===== src/rtl/ictmr_pkg.sv =====
package ictmr_pkg;
  // byte addresses of the register bus
  localparam logic [3:0] A_CTRL   = 4'h0;
  localparam logic [3:0] A_MASK   = 4'h1;
  localparam logic [3:0] A_FLAG   = 4'h2;
  localparam logic [3:0] A_CNT_L  = 4'h4;
  localparam logic [3:0] A_CNT_H  = 4'h5;
  localparam logic [3:0] A_CAP_L  = 4'h6;
  localparam logic [3:0] A_CAP_H  = 4'h7;
  localparam logic [3:0] A_CMPA_L = 4'h8;
  localparam logic [3:0] A_CMPA_H = 4'h9;
  localparam logic [3:0] A_CMPB_L = 4'hA;
  localparam logic [3:0] A_CMPB_H = 4'hB;

  // shared bit positions of mask and flag registers
  localparam int B_OVF  = 0;
  localparam int B_CMPA = 1;
  localparam int B_CMPB = 2;
  localparam int B_CAP  = 5;
  localparam logic [7:0] IRQ_BITS = 8'h27;

  // control bits
  localparam int C_RUN = 0;
  localparam int C_SRC = 1;
  localparam int C_TOP = 2;
  localparam int CTRL_W = 3;
endpackage


===== src/rtl/ictmr_sync.sv =====
module ictmr_sync #(
  parameter int STAGES = 2
) (
  input  logic clk,
  input  logic rst,
  input  logic din,
  output logic level
);
  logic [STAGES-1:0] chain;

  always_ff @(posedge clk) begin
    if (rst) chain <= '0;
    else     chain <= {chain[STAGES-2:0], din};
  end

  assign level = chain[STAGES-1];
endmodule


===== src/rtl/ictmr_evsrc.sv =====
module ictmr_evsrc #(
  parameter int STAGES = 2,
  parameter int NSRC   = 2
) (
  input  logic            clk,
  input  logic            rst,
  input  logic [NSRC-1:0] src_in,
  input  logic            src_sel,
  output logic            event_p
);
  localparam int SEL_W = (NSRC > 1) ? $clog2(NSRC) : 1;

  logic [NSRC-1:0] lvl;
  logic            sel_lvl;
  logic            prev_lvl;
  logic [SEL_W-1:0] sel_idx;

  for (genvar g = 0; g < NSRC; g++) begin : g_src
    ictmr_sync #(.STAGES(STAGES)) u_sync (
      .clk  (clk),
      .rst  (rst),
      .din  (src_in[g]),
      .level(lvl[g])
    );
  end

  assign sel_idx = SEL_W'(src_sel);
  assign sel_lvl = lvl[sel_idx];

  always_ff @(posedge clk) begin
    if (rst) prev_lvl <= 1'b0;
    else     prev_lvl <= sel_lvl;
  end

  assign event_p = sel_lvl & ~prev_lvl;
endmodule


===== src/rtl/ictmr_core.sv =====
module ictmr_core #(
  parameter int CW = 16
) (
  input  logic          clk,
  input  logic          rst,
  input  logic          run,
  input  logic          top_mode,
  input  logic          cap_ev,
  input  logic          wr_cnt,
  input  logic          wr_cmpa,
  input  logic          wr_cmpb,
  input  logic [CW-1:0] wr_val,
  output logic [CW-1:0] cnt,
  output logic [CW-1:0] cap,
  output logic [CW-1:0] cmpa,
  output logic [CW-1:0] cmpb,
  output logic          ev_ovf,
  output logic          ev_cmpa,
  output logic          ev_cmpb
);
  localparam logic [CW-1:0] CNT_MAX = '1;

  logic at_top;
  logic counting;

  assign at_top   = top_mode ? (cnt == cap) : (cnt == CNT_MAX);
  assign counting = run & ~wr_cnt;
  assign ev_ovf   = counting & at_top;
  assign ev_cmpa  = counting & (cnt == cmpa);
  assign ev_cmpb  = counting & (cnt == cmpb);

  always_ff @(posedge clk) begin
    if (rst) begin
      cnt <= '0;
    end else if (wr_cnt) begin
      cnt <= wr_val;
    end else if (run) begin
      cnt <= at_top ? '0 : cnt + 1'b1;
    end
  end

  always_ff @(posedge clk) begin
    if (rst)         cap <= '0;
    else if (cap_ev) cap <= cnt;
  end

  always_ff @(posedge clk) begin
    if (rst) begin
      cmpa <= '0;
      cmpb <= '0;
    end else begin
      if (wr_cmpa) cmpa <= wr_val;
      if (wr_cmpb) cmpb <= wr_val;
    end
  end
endmodule


===== src/rtl/ictmr_regs.sv =====
module ictmr_regs
  import ictmr_pkg::*;
#(
  parameter int DW = 8,
  parameter int AW = 4
) (
  input  logic            clk,
  input  logic            rst,
  input  logic            bus_sel,
  input  logic            bus_we,
  input  logic [AW-1:0]   bus_addr,
  input  logic [DW-1:0]   bus_wdata,
  output logic [DW-1:0]   bus_rdata,
  input  logic            ev_cap,
  input  logic            ev_cmpa,
  input  logic            ev_cmpb,
  input  logic            ev_ovf,
  input  logic [2*DW-1:0] cnt,
  input  logic [2*DW-1:0] cap,
  input  logic [2*DW-1:0] cmpa,
  input  logic [2*DW-1:0] cmpb,
  output logic            run,
  output logic            src_sel,
  output logic            top_mode,
  output logic [DW-1:0]   mask,
  output logic [DW-1:0]   flags,
  output logic            wr_cnt,
  output logic            wr_cmpa,
  output logic            wr_cmpb,
  output logic [2*DW-1:0] wr_val
);
  localparam int WW = 2 * DW;

  logic [CTRL_W-1:0] ctrl;
  logic [DW-1:0]     hold;
  logic              rd, wr;
  logic              lo_byte;
  logic              word_hit;
  logic [WW-1:0]     word;
  logic [DW-1:0]     set_v, clr_v;
  logic              hold_wr;

  assign rd      = bus_sel & ~bus_we;
  assign wr      = bus_sel &  bus_we;
  assign lo_byte = ~bus_addr[0];

  // selected 16-bit register for the word addresses
  always_comb begin
    word     = '0;
    word_hit = 1'b1;
    case (bus_addr[AW-1:1])
      A_CNT_L[AW-1:1]:  word = cnt;
      A_CAP_L[AW-1:1]:  word = cap;
      A_CMPA_L[AW-1:1]: word = cmpa;
      A_CMPB_L[AW-1:1]: word = cmpb;
      default:          word_hit = 1'b0;
    endcase
  end

  assign wr_val  = {hold, bus_wdata};
  assign wr_cnt  = wr && (bus_addr == A_CNT_L);
  assign wr_cmpa = wr && (bus_addr == A_CMPA_L);
  assign wr_cmpb = wr && (bus_addr == A_CMPB_L);
  assign hold_wr = wr && ((bus_addr == A_CNT_H) || (bus_addr == A_CMPA_H) ||
                          (bus_addr == A_CMPB_H));

  // shared high-byte holding register
  always_ff @(posedge clk) begin
    if (rst)                          hold <= '0;
    else if (hold_wr)                 hold <= bus_wdata;
    else if (rd && word_hit && lo_byte) hold <= word[WW-1:DW];
  end

  // read data path
  always_ff @(posedge clk) begin
    if (rst) begin
      bus_rdata <= '0;
    end else if (rd) begin
      if (word_hit) begin
        bus_rdata <= lo_byte ? word[DW-1:0] : hold;
      end else begin
        case (bus_addr)
          A_CTRL:  bus_rdata <= DW'(ctrl);
          A_MASK:  bus_rdata <= mask;
          A_FLAG:  bus_rdata <= flags;
          default: bus_rdata <= '0;
        endcase
      end
    end
  end

  always_ff @(posedge clk) begin
    if (rst) begin
      ctrl <= '0;
      mask <= '0;
    end else if (wr) begin
      if (bus_addr == A_CTRL) ctrl <= bus_wdata[CTRL_W-1:0];
      if (bus_addr == A_MASK) mask <= bus_wdata & IRQ_BITS;
    end
  end

  assign run      = ctrl[C_RUN];
  assign src_sel  = ctrl[C_SRC];
  assign top_mode = ctrl[C_TOP];

  // flag register: write-one-to-clear, set wins
  always_comb begin
    set_v         = '0;
    set_v[B_CAP]  = ev_cap;
    set_v[B_CMPA] = ev_cmpa;
    set_v[B_CMPB] = ev_cmpb;
    set_v[B_OVF]  = ev_ovf;
    clr_v = (wr && (bus_addr == A_FLAG)) ? (bus_wdata & IRQ_BITS) : '0;
  end

  always_ff @(posedge clk) begin
    if (rst) flags <= '0;
    else     flags <= (flags & ~clr_v) | set_v;
  end
endmodule


===== src/rtl/ictmr_top.sv =====
module ictmr_top
  import ictmr_pkg::*;
#(
  parameter int DW          = 8,
  parameter int AW          = 4,
  parameter int SYNC_STAGES = 2
) (
  input  logic          clk,
  input  logic          rst,
  input  logic          bus_sel,
  input  logic          bus_we,
  input  logic [AW-1:0] bus_addr,
  input  logic [DW-1:0] bus_wdata,
  output logic [DW-1:0] bus_rdata,
  input  logic          cap_pin,
  input  logic          cmp_in,
  input  logic          gie,
  output logic          irq_cap,
  output logic          irq_cmpa,
  output logic          irq_cmpb,
  output logic          irq_ovf
);
  localparam int CW = 2 * DW;

  logic          run, src_sel, top_mode;
  logic [DW-1:0] mask, flags;
  logic          wr_cnt, wr_cmpa, wr_cmpb;
  logic [CW-1:0] wr_val;
  logic [CW-1:0] cnt, cap, cmpa, cmpb;
  logic          ev_cap, ev_cmpa, ev_cmpb, ev_ovf;
  logic [DW-1:0] pend;

  ictmr_evsrc #(.STAGES(SYNC_STAGES), .NSRC(2)) u_evsrc (
    .clk    (clk),
    .rst    (rst),
    .src_in ({cmp_in, cap_pin}),
    .src_sel(src_sel),
    .event_p(ev_cap)
  );

  ictmr_core #(.CW(CW)) u_core (
    .clk     (clk),
    .rst     (rst),
    .run     (run),
    .top_mode(top_mode),
    .cap_ev  (ev_cap),
    .wr_cnt  (wr_cnt),
    .wr_cmpa (wr_cmpa),
    .wr_cmpb (wr_cmpb),
    .wr_val  (wr_val),
    .cnt     (cnt),
    .cap     (cap),
    .cmpa    (cmpa),
    .cmpb    (cmpb),
    .ev_ovf  (ev_ovf),
    .ev_cmpa (ev_cmpa),
    .ev_cmpb (ev_cmpb)
  );

  ictmr_regs #(.DW(DW), .AW(AW)) u_regs (
    .clk      (clk),
    .rst      (rst),
    .bus_sel  (bus_sel),
    .bus_we   (bus_we),
    .bus_addr (bus_addr),
    .bus_wdata(bus_wdata),
    .bus_rdata(bus_rdata),
    .ev_cap   (ev_cap),
    .ev_cmpa  (ev_cmpa),
    .ev_cmpb  (ev_cmpb),
    .ev_ovf   (ev_ovf),
    .cnt      (cnt),
    .cap      (cap),
    .cmpa     (cmpa),
    .cmpb     (cmpb),
    .run      (run),
    .src_sel  (src_sel),
    .top_mode (top_mode),
    .mask     (mask),
    .flags    (flags),
    .wr_cnt   (wr_cnt),
    .wr_cmpa  (wr_cmpa),
    .wr_cmpb  (wr_cmpb),
    .wr_val   (wr_val)
  );

  assign pend = flags & mask & {DW{gie}};

  always_ff @(posedge clk) begin
    if (rst) begin
      irq_cap  <= 1'b0;
      irq_cmpa <= 1'b0;
      irq_cmpb <= 1'b0;
      irq_ovf  <= 1'b0;
    end else begin
      irq_cap  <= pend[B_CAP];
      irq_cmpa <= pend[B_CMPA];
      irq_cmpb <= pend[B_CMPB];
      irq_ovf  <= pend[B_OVF];
    end
  end
endmodule


===== config.mk =====
export PLATFORM = sky130hd
export DESIGN_NAME = ictmr_top
export DESIGN_NICKNAME = d
export VERILOG_FILES = /design/src/rtl/ictmr_pkg.sv /design/src/rtl/ictmr_sync.sv /design/src/rtl/ictmr_evsrc.sv /design/src/rtl/ictmr_core.sv /design/src/rtl/ictmr_regs.sv /design/src/rtl/ictmr_top.sv
export SDC_FILE = /design/constraint.sdc
export NUM_CORES = 1
export LEC_CHECK = 0
export BUFFER_PORTS_ARGS = -buffer_cell sky130_fd_sc_hd__buf_2
export CORE_ASPECT_RATIO = 0.6
export CORE_MARGIN = 1.5
export CORE_UTILIZATION = 45
export DETAILED_ROUTE_END_ITERATION = 8
export PLACE_DENSITY = 0.63
export SYNTH_ARGS = -nofsm -noshare
export SYNTH_HDL_FRONTEND = slang
export SYNTH_SLANG_ARGS = --single-unit

===== constraint.sdc =====
create_clock -name clk -period 3.1 [get_ports clk]
set_input_delay 0.31 -clock clk [delete_from_list [all_inputs] [get_ports clk]]
set_output_delay 0.31 -clock clk [all_outputs]
set_load 0.01 [all_outputs]

# After elaboration in Yosys (flattened, before gate mapping)
# Cells that the tools add are included.
# totals
reg_bits	104
latch_bits	0
ram_bits	0
rom_bits	0
in_bits	19
out_inout_bits	12
elab_cells	79
mem_count	0
# op_classes
n_addsub	1
multipliers	0
div_mod_pow	0
order_cmp	1
n_eq_ne	16
n_shift	0
mux	14
bitwise	16
n_reduce_logical	15
# ops
op	count
$pmux 16 s4	1
$eq 16x16->1	3
$mux 16	3
$mux 8	4
$pmux 8 s3	1
$add 16x1->16 const B	1
$eq 16x16->1 const B	1
$eq 4x4->1 const B	4
$and 6x6->6	2
$and 8x8->8	1
$eq 4x3->1 const B	2
$not 8->8	1
$or 8x6->8	1
$and 1x1->1	7
$logic_and 1x1->1	7
$eq 3x2->1 const B	2
$eq 3x3->1 const B	2
$mux 6	1
$eq 4x1->1 const B	1
$eq 4x2->1 const B	1
$logic_not 4->1	1
$mux 1	4
$not 1->1	4
$reduce_and 2->1	2
other kinds (4)	6

# Depth between registers and ports, before layout
# Gate-level depths: netlist of run 1.
# logic_depth
ltp_word	7
ltp_mapped	8

# By module
# A second synthesis of run 1 with hierarchy kept.
# hier_totals
hier_cells	635
hier_area_um2	5674.2
# modules_own_cells
mod	n_inst	cells_per_inst	area_each_um2	seq_area_each_um2
ictmr_core	1	394	3493.4	1281.2
ictmr_regs	1	221	1918.1	540.5
ictmr_top	1	8	120.1	80.1
ictmr_sync	2	4	52.6	40.0
ictmr_evsrc	1	4	37.5	20.0

# Worst setup path before layout of run 1
# No wires, ideal clock.
# synth_timing
kind	input to register
startpoint	input port bus_addr[3]
endpoint	register u_regs.hold[0]
setup_ps	132
arrival_ps	1667
required_time_ps	2968
setup_slack_ps	1301
path_stages	6
n_path_buf	1
path_cell_list	buf_2 > or3b_2 > a211oi_4 > nor2_1 > nand2_1 > a21oi_1
# synth_via
elab_chain_cells	6
elab_cells_between_ends	18
cone_classes	eq/ne: 7; mux: 4; reduce/logical: 7
# synth_lines
element	line_no	text
from (decl)	ictmr_top.sv:12	input logic [AW-1:0] bus_addr,
$eq 3x2->1 / $eq 3x3->1 (equally long branches)	ictmr_regs.sv:51	case (bus_addr[AW-1:1])
$reduce_or 4->1 (no source line)	--	
$mux 1	ictmr_regs.sv:51	
$logic_and 1x1->1 (2 in series)	ictmr_regs.sv:71	else if (rd && word_hit && lo_byte) hold <= word[WW-1:DW];
$reduce_bool 2->1 (no source line)	--	
to (signal assigned)	ictmr_regs.sv:70	else if (hold_wr) hold <= bus_wdata;
to (signal assigned)	ictmr_regs.sv:71	
to (decl)	ictmr_regs.sv:35	logic [DW-1:0] hold;
# Several ways; a longest one is shown, not always the timed one. The select of a mux whose other input is x is not followed.
# A chain may end at the register's enable or synchronous reset.

# Worst setup path in the final report of run 1
# layout_timing
startpoint	register u_regs.ctrl[2]
endpoint	register u_core.cnt[9]
# layout_via
elab_chain_cells	4
# layout_lines
element	line_no	text
from (decl)	ictmr_regs.sv:34	logic [CTRL_W-1:0] ctrl;
from (signal assigned)	ictmr_regs.sv:97	if (bus_addr == A_CTRL) ctrl <= bus_wdata[CTRL_W-1:0];
$mux 1	ictmr_core.sv:26	assign at_top = top_mode ? (cnt == cap) : (cnt == CNT_MAX);
$mux 16	ictmr_core.sv:38	cnt <= at_top ? '0 : cnt + 1'b1;
$mux 16	ictmr_core.sv:37	end else if (run) begin
$mux 16	ictmr_core.sv:35	end else if (wr_cnt) begin
to (signal assigned)	ictmr_core.sv:36	cnt <= wr_val;
to (signal assigned)	ictmr_core.sv:38	
to (decl)	ictmr_core.sv:13	output logic [CW-1:0] cnt,
# Every way passes these cells. The select of a mux whose other input is x is not followed.

==> impl_metrics.env, run 1 <==
export IMPL_cts_buffers_inserted=9
export IMPL_fin_crit_sh=0.900
export IMPL_numPortBuffers=30
export IMPL_crit_type="flop to flop"
export IMPL_max_vdd_ir_drop_uv=254
export IMPL_final_util=0.501
export IMPL_power_per_cell_area_nw_per_um2=435
export IMPL_status="complete, no violations"
export IMPL_drive_gt1_frac=0.123
export IMPL_worstPathRequired_ps=3300
export IMPL_synth_edf_count=0
export IMPL_cp_arrival_ps=2990
export IMPL_fp_dieW_um=147
export IMPL_insertion_delay_ps=350
export IMPL_num_vias=4937
export IMPL_grt_use_met1=0.362
export IMPL_critical_path_max_fanout=26
export IMPL_ant_nets=0
export IMPL_met3_usage=0.0847
export IMPL_grt_busiest_layer="met2"
export IMPL_gp_congestion=0.947
export IMPL_syn2layout_area_growth_pct=8.15
export IMPL_rows=31
export IMPL_grt_use_met2=0.378
export IMPL_switching_share=0.246
export IMPL_routed_wl_um=16500
export IMPL_n_fill_cell=1137
export IMPL_p_leak_nw=2.32
export IMPL_grt_pass1_vias=4685
export IMPL_hold_viol=0
export IMPL_cts_path_max_buffers=2
export IMPL_syn_area_um2=5590
export IMPL_syn_inst=654
export IMPL_htree_levels=3
export IMPL_antenna_cells=0
export IMPL_total_power_mw=2.63
export IMPL_hold_ws_ps=184
export IMPL_synth_nets=674
export IMPL_grt_start_max_net_pins=67
export IMPL_avgRoutedWirePerCell_um=20.1
export IMPL_pwr_share_comb=0.069
export IMPL_cts_setup_buffers=0
export IMPL_nets=672
export IMPL_antenna_found_initial=0
export IMPL_ctsHoldBuffers=0
export IMPL_max_slew_worst_pin_slew_ps=1190
export IMPL_ys_types=59
export IMPL_die_area_um2=13100
export IMPL_synthArstFlopShare=0
export IMPL_cts_sink_count=100
export IMPL_ios=31
export IMPL_slew_headroom=0.203
export IMPL_drc_errors=0
export IMPL_intPower_mw=1.98
export IMPL_post_cts_resized=0
export IMPL_setup_viol=0
export IMPL_min_path_type="primary input to flop"
export IMPL_rsz0062_at_grt="false"
export IMPL_power_frac_seq=0.499
export IMPL_syn_avg_cell_area_um2=8.54
export IMPL_synthFlopType="dfxtp_1"
export IMPL_cap_violations=0
export IMPL_drt_iter0_drc=613
export IMPL_finalMaxSlewViolations=0
export IMPL_synth_seq_cells=100
export IMPL_grt_remaining_overflow=0
export IMPL_grt_pass1_wl_um=26000
export IMPL_tritoncts="done"
export IMPL_synth_warnings=0
export IMPL_fmax_mhz=358
export IMPL_place_hpwl_um=11700
export IMPL_cp_start_kind="flop"
export IMPL_fin_worst_skew_ps=6.46
export IMPL_period_needed_ps=2790
export IMPL_die_y_um=89.3
export IMPL_drtPass1Iterations=5
export IMPL_viasPerCell=6.01
export IMPL_clock_power_share=0.433
export IMPL_track_usage=0.260
export IMPL_final_common_cell="dfxtp_1"
export IMPL_crit_path_end_kind="flop"
export IMPL_clk_pin_slew_ps=70
export IMPL_cts_root_buf="clkbuf_16"
export IMPL_fp_coreArea_um2=12100
export IMPL_ys_seq_area_frac=0.358
export IMPL_initial_core_util=0.463
export IMPL_final_cell_mix="100 x dfxtp_1, 72 x nor2_1, 67 x mux2i_1, 59 x nand2_1, 48 x a21oi_1"
export IMPL_dp_cells=806
export IMPL_fin_setup_tns_ps=0
export IMPL_layout_cells_non_filler=822
export IMPL_switchingPower_mw=0.646
[registers in the layout, indices dropped and copies added, names as in the netlist, 3 cells and up]
name and count:
u_regs.bus_rdata 8, u_regs.flags 4, u_core.cap 16, u_evsrc.g_src.u_sync.chain 4, u_regs.hold 8, u_regs.mask 4
u_regs.ctrl 3, u_core.cmpb 16, u_core.cnt 16, u_core.cmpa 16
[through the flow]
step	setup slack, ps	instance area [µm²]
3_5_place_dp	464	5750
2_1_floorplan	1300	5590
6_report	310	6040
4_1_cts	450	6040
5_1_grt	198	6040
3_3_place_gp	660	5750
[power by group through the flow]
stage | clock network [mW] | logic (mW) | registers, mW
after global placement | 0 | 0.173 | 1.34
after CTS | 1.15 | 0.177 | 1.31
after floorplan | 0 | 0.119 | 1.34
after global routing | 1.21 | 0.194 | 1.31
after detailed placement | 0 | 0.176 | 1.34
final | 1.14 | 0.180 | 1.31
[cell type report]
cell class	instances	area, µm²	share of cell area
multi-input combinational	479	3220	0.533
sequential	100	2000	0.331
clock buffer	10	229	0.0379
clock inverter	6	63.8	0.0106
timing repair buffer	44	255	0.0422
tap	165	206	0.0342
inverter	18	67.6	0.0112
[cell usage after synthesis (2+ instances only)]
cell type,instances,share of area
dfxtp_1,100,0.36
nor2_1,72,0.048
mux2i_1,67,0.12
nand2_1,59,0.040
a21oi_1,48,0.043
xnor2_1,46,0.072
clkbuf_1,25,0.017
nand3_1,25,0.022
buf_2,22,0.020
inv_1,18,0.012
o32ai_1,16,0.025
a31oi_1,13,0.015
a22oi_1,12,0.016
and3_1,10,0.011
nand4_1,10,0.011
nor2b_1,10,0.011
o21ai_0,8,0.0072
o22ai_1,8,0.0090
xor2_1,8,0.013
o221ai_1,7,0.011
a21bo_2,6,0.011
o211ai_1,4,0.0054
a32o_1,3,0.0054
and4bb_2,3,0.0067
buf_1,3,0.0020
buf_6,3,0.0060
nand2b_1,3,0.0034
nand3b_1,3,0.0040
nand4b_1,3,0.0047
o22a_1,3,0.0047
clkbuf_8,2,0.0049
mux2_2,2,0.0040
nand3_2,2,0.0036
nor3b_1,2,0.0027
nor4_1,2,0.0022
nor4b_1,2,0.0031
or3_1,2,0.0022
[worst max-delay path, cell delays in order, from the launching register on]
cell	delay, ps
dfxtp_1	860
nor3b_1	320
a22oi_1	110
a32o_1	280
nor4_4	680
buf_4	290
o32ai_1	100
[cells by family (layout without fill, tap and decap cells)]
family                   Yosys count  in the layout  synth area share
multiplexers                      69             69             0.124
flip-flops                       100            100             0.358
AO/OA/AOI/OAI                    136            136             0.168
adder cells (fa/ha/maj)            1              1           0.00224
buffers and inverters             75             78            0.0656
XOR/XNOR                          54             54            0.0847
AND/OR/NAND/NOR                  219            219             0.197
[final timing paths]
| path | endpoint | slack (ps) | start | depth (start not counted) |
|---|---|---|---|---|
| max reg2reg | u_core.cnt[9] | 310 | u_regs.ctrl[2] | 6 |
| max | u_core.cnt[9] | 310 | u_regs.ctrl[2] | 6 |
| min | u_evsrc.g_src[1].u_sync.chain[0] | 180 | cmp_in | 2 |
| min reg2reg | u_evsrc.g_src[0].u_sync.chain[1] | 450 | u_evsrc.g_src[0].u_sync.chain[0] | 1 |
[routing by layer]
layer	up-vias	part of all wire
met2	222	0.41
met5	-	0
met1	2377	0.47
met3	27	0.11
li1	2311	-
met4	0	0.019
(Power assumes the default switching activity.)
==> inputs of run 2 (changes only) <==
--- a/config.mk
+++ b/config.mk
@@ -9,8 +9,8 @@
 export CORE_ASPECT_RATIO = 0.6
 export CORE_MARGIN = 1.5
 export CORE_UTILIZATION = 45
+export CTS_CLUSTER_DIAMETER = 80
 export DETAILED_ROUTE_END_ITERATION = 8
-export PLACE_DENSITY = 0.63
 export SYNTH_ARGS = -nofsm -noshare
 export SYNTH_HDL_FRONTEND = slang
 export SYNTH_SLANG_ARGS = --single-unit
==> constraint.sdc (replaced) <==
create_clock -name clk -period 3.1 [get_ports clk]
set_input_delay 0.155 -clock clk [delete_from_list [all_inputs] [get_ports clk]]
set_output_delay 0.155 -clock clk [all_outputs]
set_load 0.01 [all_outputs]
==> impl_metrics.env, run 2 (synthesis results as in run 1) <==
export IMPL_ctsHoldBuffers=0
export IMPL_hold_viol=0
export IMPL_die_area_um2=13100
export IMPL_rsz0062_at_grt="false"
export IMPL_place_hpwl_um=11800
export IMPL_cts_buffers_inserted=9
export IMPL_fp_dieW_um=147
export IMPL_numPortBuffers=30
export IMPL_worstPathRequired_ps=3270
export IMPL_max_slew_worst_pin_slew_ps=1020
export IMPL_grt_start_max_net_pins=93
export IMPL_drive_gt1_frac=0.122
export IMPL_nets=672
export IMPL_viasPerCell=5.96
export IMPL_min_path_type="primary input to flop"
export IMPL_initial_core_util=0.463
export IMPL_antenna_found_initial=0
export IMPL_avgRoutedWirePerCell_um=20.0
export IMPL_power_per_cell_area_nw_per_um2=437
export IMPL_insertion_delay_ps=340
export IMPL_drtPass1Iterations=5
export IMPL_drc_errors=0
export IMPL_placed_area_um2=5750
export IMPL_cp_cell_sequence="nor3b_1 -> a22oi_1 -> a32o_1 -> nor4_4 -> buf_4 -> o32ai_1"
export IMPL_cts_setup_buffers=0
export IMPL_cts_sink_count=100
export IMPL_gp_congestion=0.954
export IMPL_cap_violations=0
export IMPL_fin_setup_tns_ps=0
export IMPL_critical_path_max_fanout=26
export IMPL_routed_wl_um=16400
export IMPL_tritoncts="done"
export IMPL_setup_viol=0
export IMPL_finalMaxSlewViolations=0
export IMPL_track_usage=0.264
export IMPL_slew_headroom=0.317
export IMPL_cp_buffers_inverters=1
export IMPL_grt_pass1_wl_um=26400
export IMPL_num_vias=4891
export IMPL_fp_coreArea_um2=12100
export IMPL_cts_path_max_buffers=2
export IMPL_final_cell_mix="100 x dfxtp_1, 72 x nor2_1, 67 x mux2i_1, 59 x nand2_1, 48 x a21oi_1"
export IMPL_htree_levels=3
export IMPL_cts_root_buf="clkbuf_16"
export IMPL_p_leak_nw=2.32
export IMPL_final_common_cell="dfxtp_1"
export IMPL_crit_family="flip-flops"
export IMPL_final_seq_area_um2=2000
export IMPL_fmax_mhz=430
export IMPL_fin_crit_sh=0.750
export IMPL_post_cts_resized=0
export IMPL_clk_pin_slew_ps=60
export IMPL_fin_worst_skew_ps=6.24
export IMPL_crit_path_top_delay_cell="dfxtp_1"
export IMPL_syn2layout_area_growth_pct=8.33
export IMPL_multi_input_area_um2=3220
export IMPL_antenna_cells=0
export IMPL_drt_iter0_drc=360
export IMPL_die_y_um=89.3
export IMPL_cp_arrival_ps=2500
export IMPL_crit_type="flop to flop"
export IMPL_crit_path_end_kind="flop"
export IMPL_n_fill_cell=1174
export IMPL_cp_start_kind="flop"
export IMPL_period_needed_ps=2320
export IMPL_finalInstanceArea_um2=6050
export IMPL_max_vdd_ir_drop_uv=253
export IMPL_grt_pass1_vias=4755
export IMPL_slowest_delay_ps=830
export IMPL_rows=31
export IMPL_ios=31
export IMPL_status="complete, no violations"
export IMPL_grt_remaining_overflow=0
export IMPL_ant_nets=0
==> run 2: power breakdown <==
group          total (mW)  switching, mW  internal (mW)
sequential           1.31         0.0136           1.30
combinational       0.180          0.121         0.0592
clock                1.16          0.487          0.668
==> run 2: metal layers <==
metal  global-route usage  routed length (µm)  vias up
li1                     -                   -     2310
met1                0.373                7950     2377
met2                0.405                6910      187
met3               0.0607                1270       17
met4               0.0762                 256        0
met5                    0                   0        -
==> run 2: worst paths after layout <==
path                       start                               end  slack (ps)  cells past startpoint
min reg2reg  u_regs.bus_rdata[4]               u_regs.bus_rdata[4]         450                      2
max               u_regs.ctrl[2]                     u_core.cnt[4]         780                      6
min                      cap_pin  u_evsrc.g_src[0].u_sync.chain[0]          40                      2
max reg2reg       u_regs.ctrl[2]                     u_core.cnt[4]         780                      6
==> run 2: per-stage QoR <==
stage | hold slack (ps) | setup WS, ps | std cells | utilization | total power [mW]
after floorplan | 283 | 1310 | 654 | - | 1.45
after global placement | 368 | 913 | 806 | 0.477 | 1.51
after detailed placement | 392 | 803 | 806 | 0.477 | 1.52
after CTS | 34.7 | 791 | 821 | 0.502 | 2.66
after global routing | 66.1 | 595 | 821 | 0.502 | 2.73
final | 38.6 | 775 | 821 | 0.502 | 2.65
==> run 2: worst reg2reg max path, delay by kind of cell, from the launching register on <==
| kind | cells | cell delay [ps] |
|---|---|---|
| and+or+nand+nor | 2 | 550 |
| buffers and inverters | 1 | 270 |
| DFF | 1 | 830 |
| AOI/OAI and AO/OA | 3 | 510 |
==> run 2: cell type report <==
class	instances	area share
Clock buffer	12	0.0424
Clock inverter	3	0.00765
Inverter	18	0.0112
Multi-Input combinational cell	479	0.532
Sequential cell	100	0.331
Tap cell	165	0.0341
Timing Repair Buffer	44	0.0422
==> inputs of run 3 (changes only) <==
==> constraint.sdc (replaced) <==
create_clock -name clk -period 2.4 [get_ports clk]
set_input_delay 0.12 -clock clk [delete_from_list [all_inputs] [get_ports clk]]
set_output_delay 0.12 -clock clk [all_outputs]
set_load 0.01 [all_outputs]
==> impl_metrics.env, run 3 (synthesis results as in run 1) <==
export IMPL_nets=682
export IMPL_routed_wl_um=16900
export IMPL_syn2layout_area_growth_pct=9.63
export IMPL_crit_top_cell="buf_4"
export IMPL_worstPathRequired_ps=2600
export IMPL_power_frac_seq=0.504
export IMPL_max_vdd_ir_drop_uv=325
export IMPL_grt_pass1_vias=4656
export IMPL_setup_viol=0
export IMPL_fp_coreArea_um2=12100
export IMPL_rows=31
export IMPL_cts_setup_buffers=0
export IMPL_cts_path_max_buffers=2
export IMPL_crit_start="u_regs.ctrl[2]"
export IMPL_viasPerCell=5.99
export IMPL_grt_pass1_wl_um=26400
export IMPL_switching_share=0.262
export IMPL_cp_cell_sequence="buf_4 -> nor3b_1 -> a22oi_1 -> a32o_1 -> nor4_4 -> buf_4 -> o32ai_1"
export IMPL_crit_type="flop to flop"
export IMPL_fin_setup_tns_ps=0
export IMPL_slowest_delay_ps=650
export IMPL_hold_viol=0
export IMPL_slew_headroom=0.247
export IMPL_pwr_share_comb=0.071
export IMPL_placed_area_um2=5830
export IMPL_drtPass1Iterations=5
export IMPL_clk_pin_slew_ps=80
export IMPL_cp_start_kind="flop"
export IMPL_power_per_cell_area_nw_per_um2=548
export IMPL_track_usage=0.268
export IMPL_numPortBuffers=30
export IMPL_p_leak_nw=2.37
export IMPL_finalInstanceArea_um2=6120
export IMPL_cp_arrival_ps=2370
export IMPL_dp_cells=815
export IMPL_insertion_delay_ps=350
export IMPL_place_hpwl_um=12200
export IMPL_grt_start_max_net_pins=52
export IMPL_ctsHoldBuffers=1
export IMPL_drt_iter0_drc=438
export IMPL_gp_congestion=0.900
export IMPL_r2r_start="u_regs.ctrl[2]"
export IMPL_final_common_cell="dfxtp_1"
export IMPL_final_cell_mix="100 x dfxtp_1, 72 x nor2_1, 67 x mux2i_1, 59 x nand2_1, 48 x a21oi_1"
export IMPL_cap_violations=0
export IMPL_die_y_um=89.3
export IMPL_post_cts_resized=0
export IMPL_cts_buffers_inserted=9
export IMPL_fmax_mhz=461
export IMPL_status="complete, no violations"
export IMPL_drive_gt1_frac=0.136
export IMPL_rsz0062_at_grt="false"
export IMPL_crit_path_end_kind="flop"
export IMPL_max_slew_worst_pin_slew_ps=1120
export IMPL_cts_sink_count=100
export IMPL_min_path_type="primary input to flop"
export IMPL_drc_errors=0
export IMPL_fin_crit_sh=0.903
export IMPL_critical_path_max_fanout=17
export IMPL_num_vias=4991
export IMPL_fp_dieW_um=147
export IMPL_cts_root_buf="clkbuf_16"
export IMPL_period_needed_ps=2170
export IMPL_ant_nets=0
export IMPL_crit_path_top_delay_cell="dfxtp_1"
export IMPL_layout_cells_non_filler=833
export IMPL_initial_core_util=0.463
export IMPL_multi_input_area_um2=3220
export IMPL_finalMaxSlewViolations=0
export IMPL_hp_start="cmp_in"
export IMPL_intPower_mw=2.48
export IMPL_switchingPower_mw=0.878
export IMPL_n_fill_cell=1183
export IMPL_die_area_um2=13100
export IMPL_ios=31
export IMPL_htree_levels=3
export IMPL_fin_worst_skew_ps=10.8
export IMPL_clock_power_share=0.424
export IMPL_antenna_found_initial=1
export IMPL_final_seq_area_um2=2000
export IMPL_grt_remaining_overflow=0
export IMPL_avgRoutedWirePerCell_um=20.3
export IMPL_tritoncts="done"
## run 3: cell count changes in the layout (fill, tap and decap cells not counted), sizes merged
cell / previous run / this run
bufinv: 1 / 0
diode: 0 / 1
inv: 18 / 22
buf: 44 / 53
clkbuf: 12 / 9
clkinvlp: 1 / 2
dlygate4sd3: 0 / 1
## run 3: layout make-up
class / count / area share
Antenna cell: 1 / 0.000409
Clock buffer: 9 / 0.0368
Clock inverter: 7 / 0.00940
Inverter: 18 / 0.0110
Multi-Input combinational cell: 479 / 0.525
Sequential cell: 100 / 0.327
Tap cell: 165 / 0.0337
Timing Repair Buffer: 54 / 0.0564
## run 3: worst max-delay path, delay by kind of cell (launching register included)
family	cells	cell delay [ps]
flip-flops	1	650
buffers and inverters	2	540
AO/OA/AOI/OAI	3	480
AND/OR/NAND/NOR	2	330
## run 3: per-stage QoR
| step | setup WS (ps) | total power, mW | utilization | hold WS, ps |
|---|---|---|---|---|
| floorplan | 607 | 1.88 | - | 248 |
| global placement | 386 | 1.96 | 0.483 | 336 |
| detailed placement | 268 | 1.96 | 0.483 | 345 |
| CTS | 257 | 3.37 | 0.508 | 21.1 |
| global route | 125 | 3.48 | 0.508 | 10.2 |
| finish | 232 | 3.35 | 0.508 | 20.2 |
## run 3: path summary, 6_finish.rpt
path / endpoint / slack, ps / cells after the start
setup / recovery: u_core.cnt[4] / 230 / 7
hold / removal: u_evsrc.g_src[1].u_sync.chain[0] / 20 / 2
setup reg to reg: u_core.cnt[4] / 230 / 7
hold reg to reg: u_evsrc.g_src[0].u_sync.chain[1] / 440 / 1
## run 3: power groups by stage
stage / registers, mW / clock network, mW / logic [mW]
3_3_place_gp: 1.73 / 0 / 0.229
4_1_cts: 1.69 / 1.45 / 0.235
3_5_place_dp: 1.73 / 0 / 0.233
6_report: 1.69 / 1.42 / 0.239
2_1_floorplan: 1.72 / 0 / 0.153
5_1_grt: 1.69 / 1.52 / 0.258
## run 3: routing by layer
| layer | GRT usage | up-vias | part of all wire |
|---|---|---|---|
| li1 | - | 2338 | - |
| met1 | 0.386 | 2428 | 0.49 |
| met2 | 0.403 | 204 | 0.42 |
| met3 | 0.0592 | 21 | 0.079 |
| met4 | 0.0716 | 0 | 0.015 |
| met5 | 0 | - | 0 |
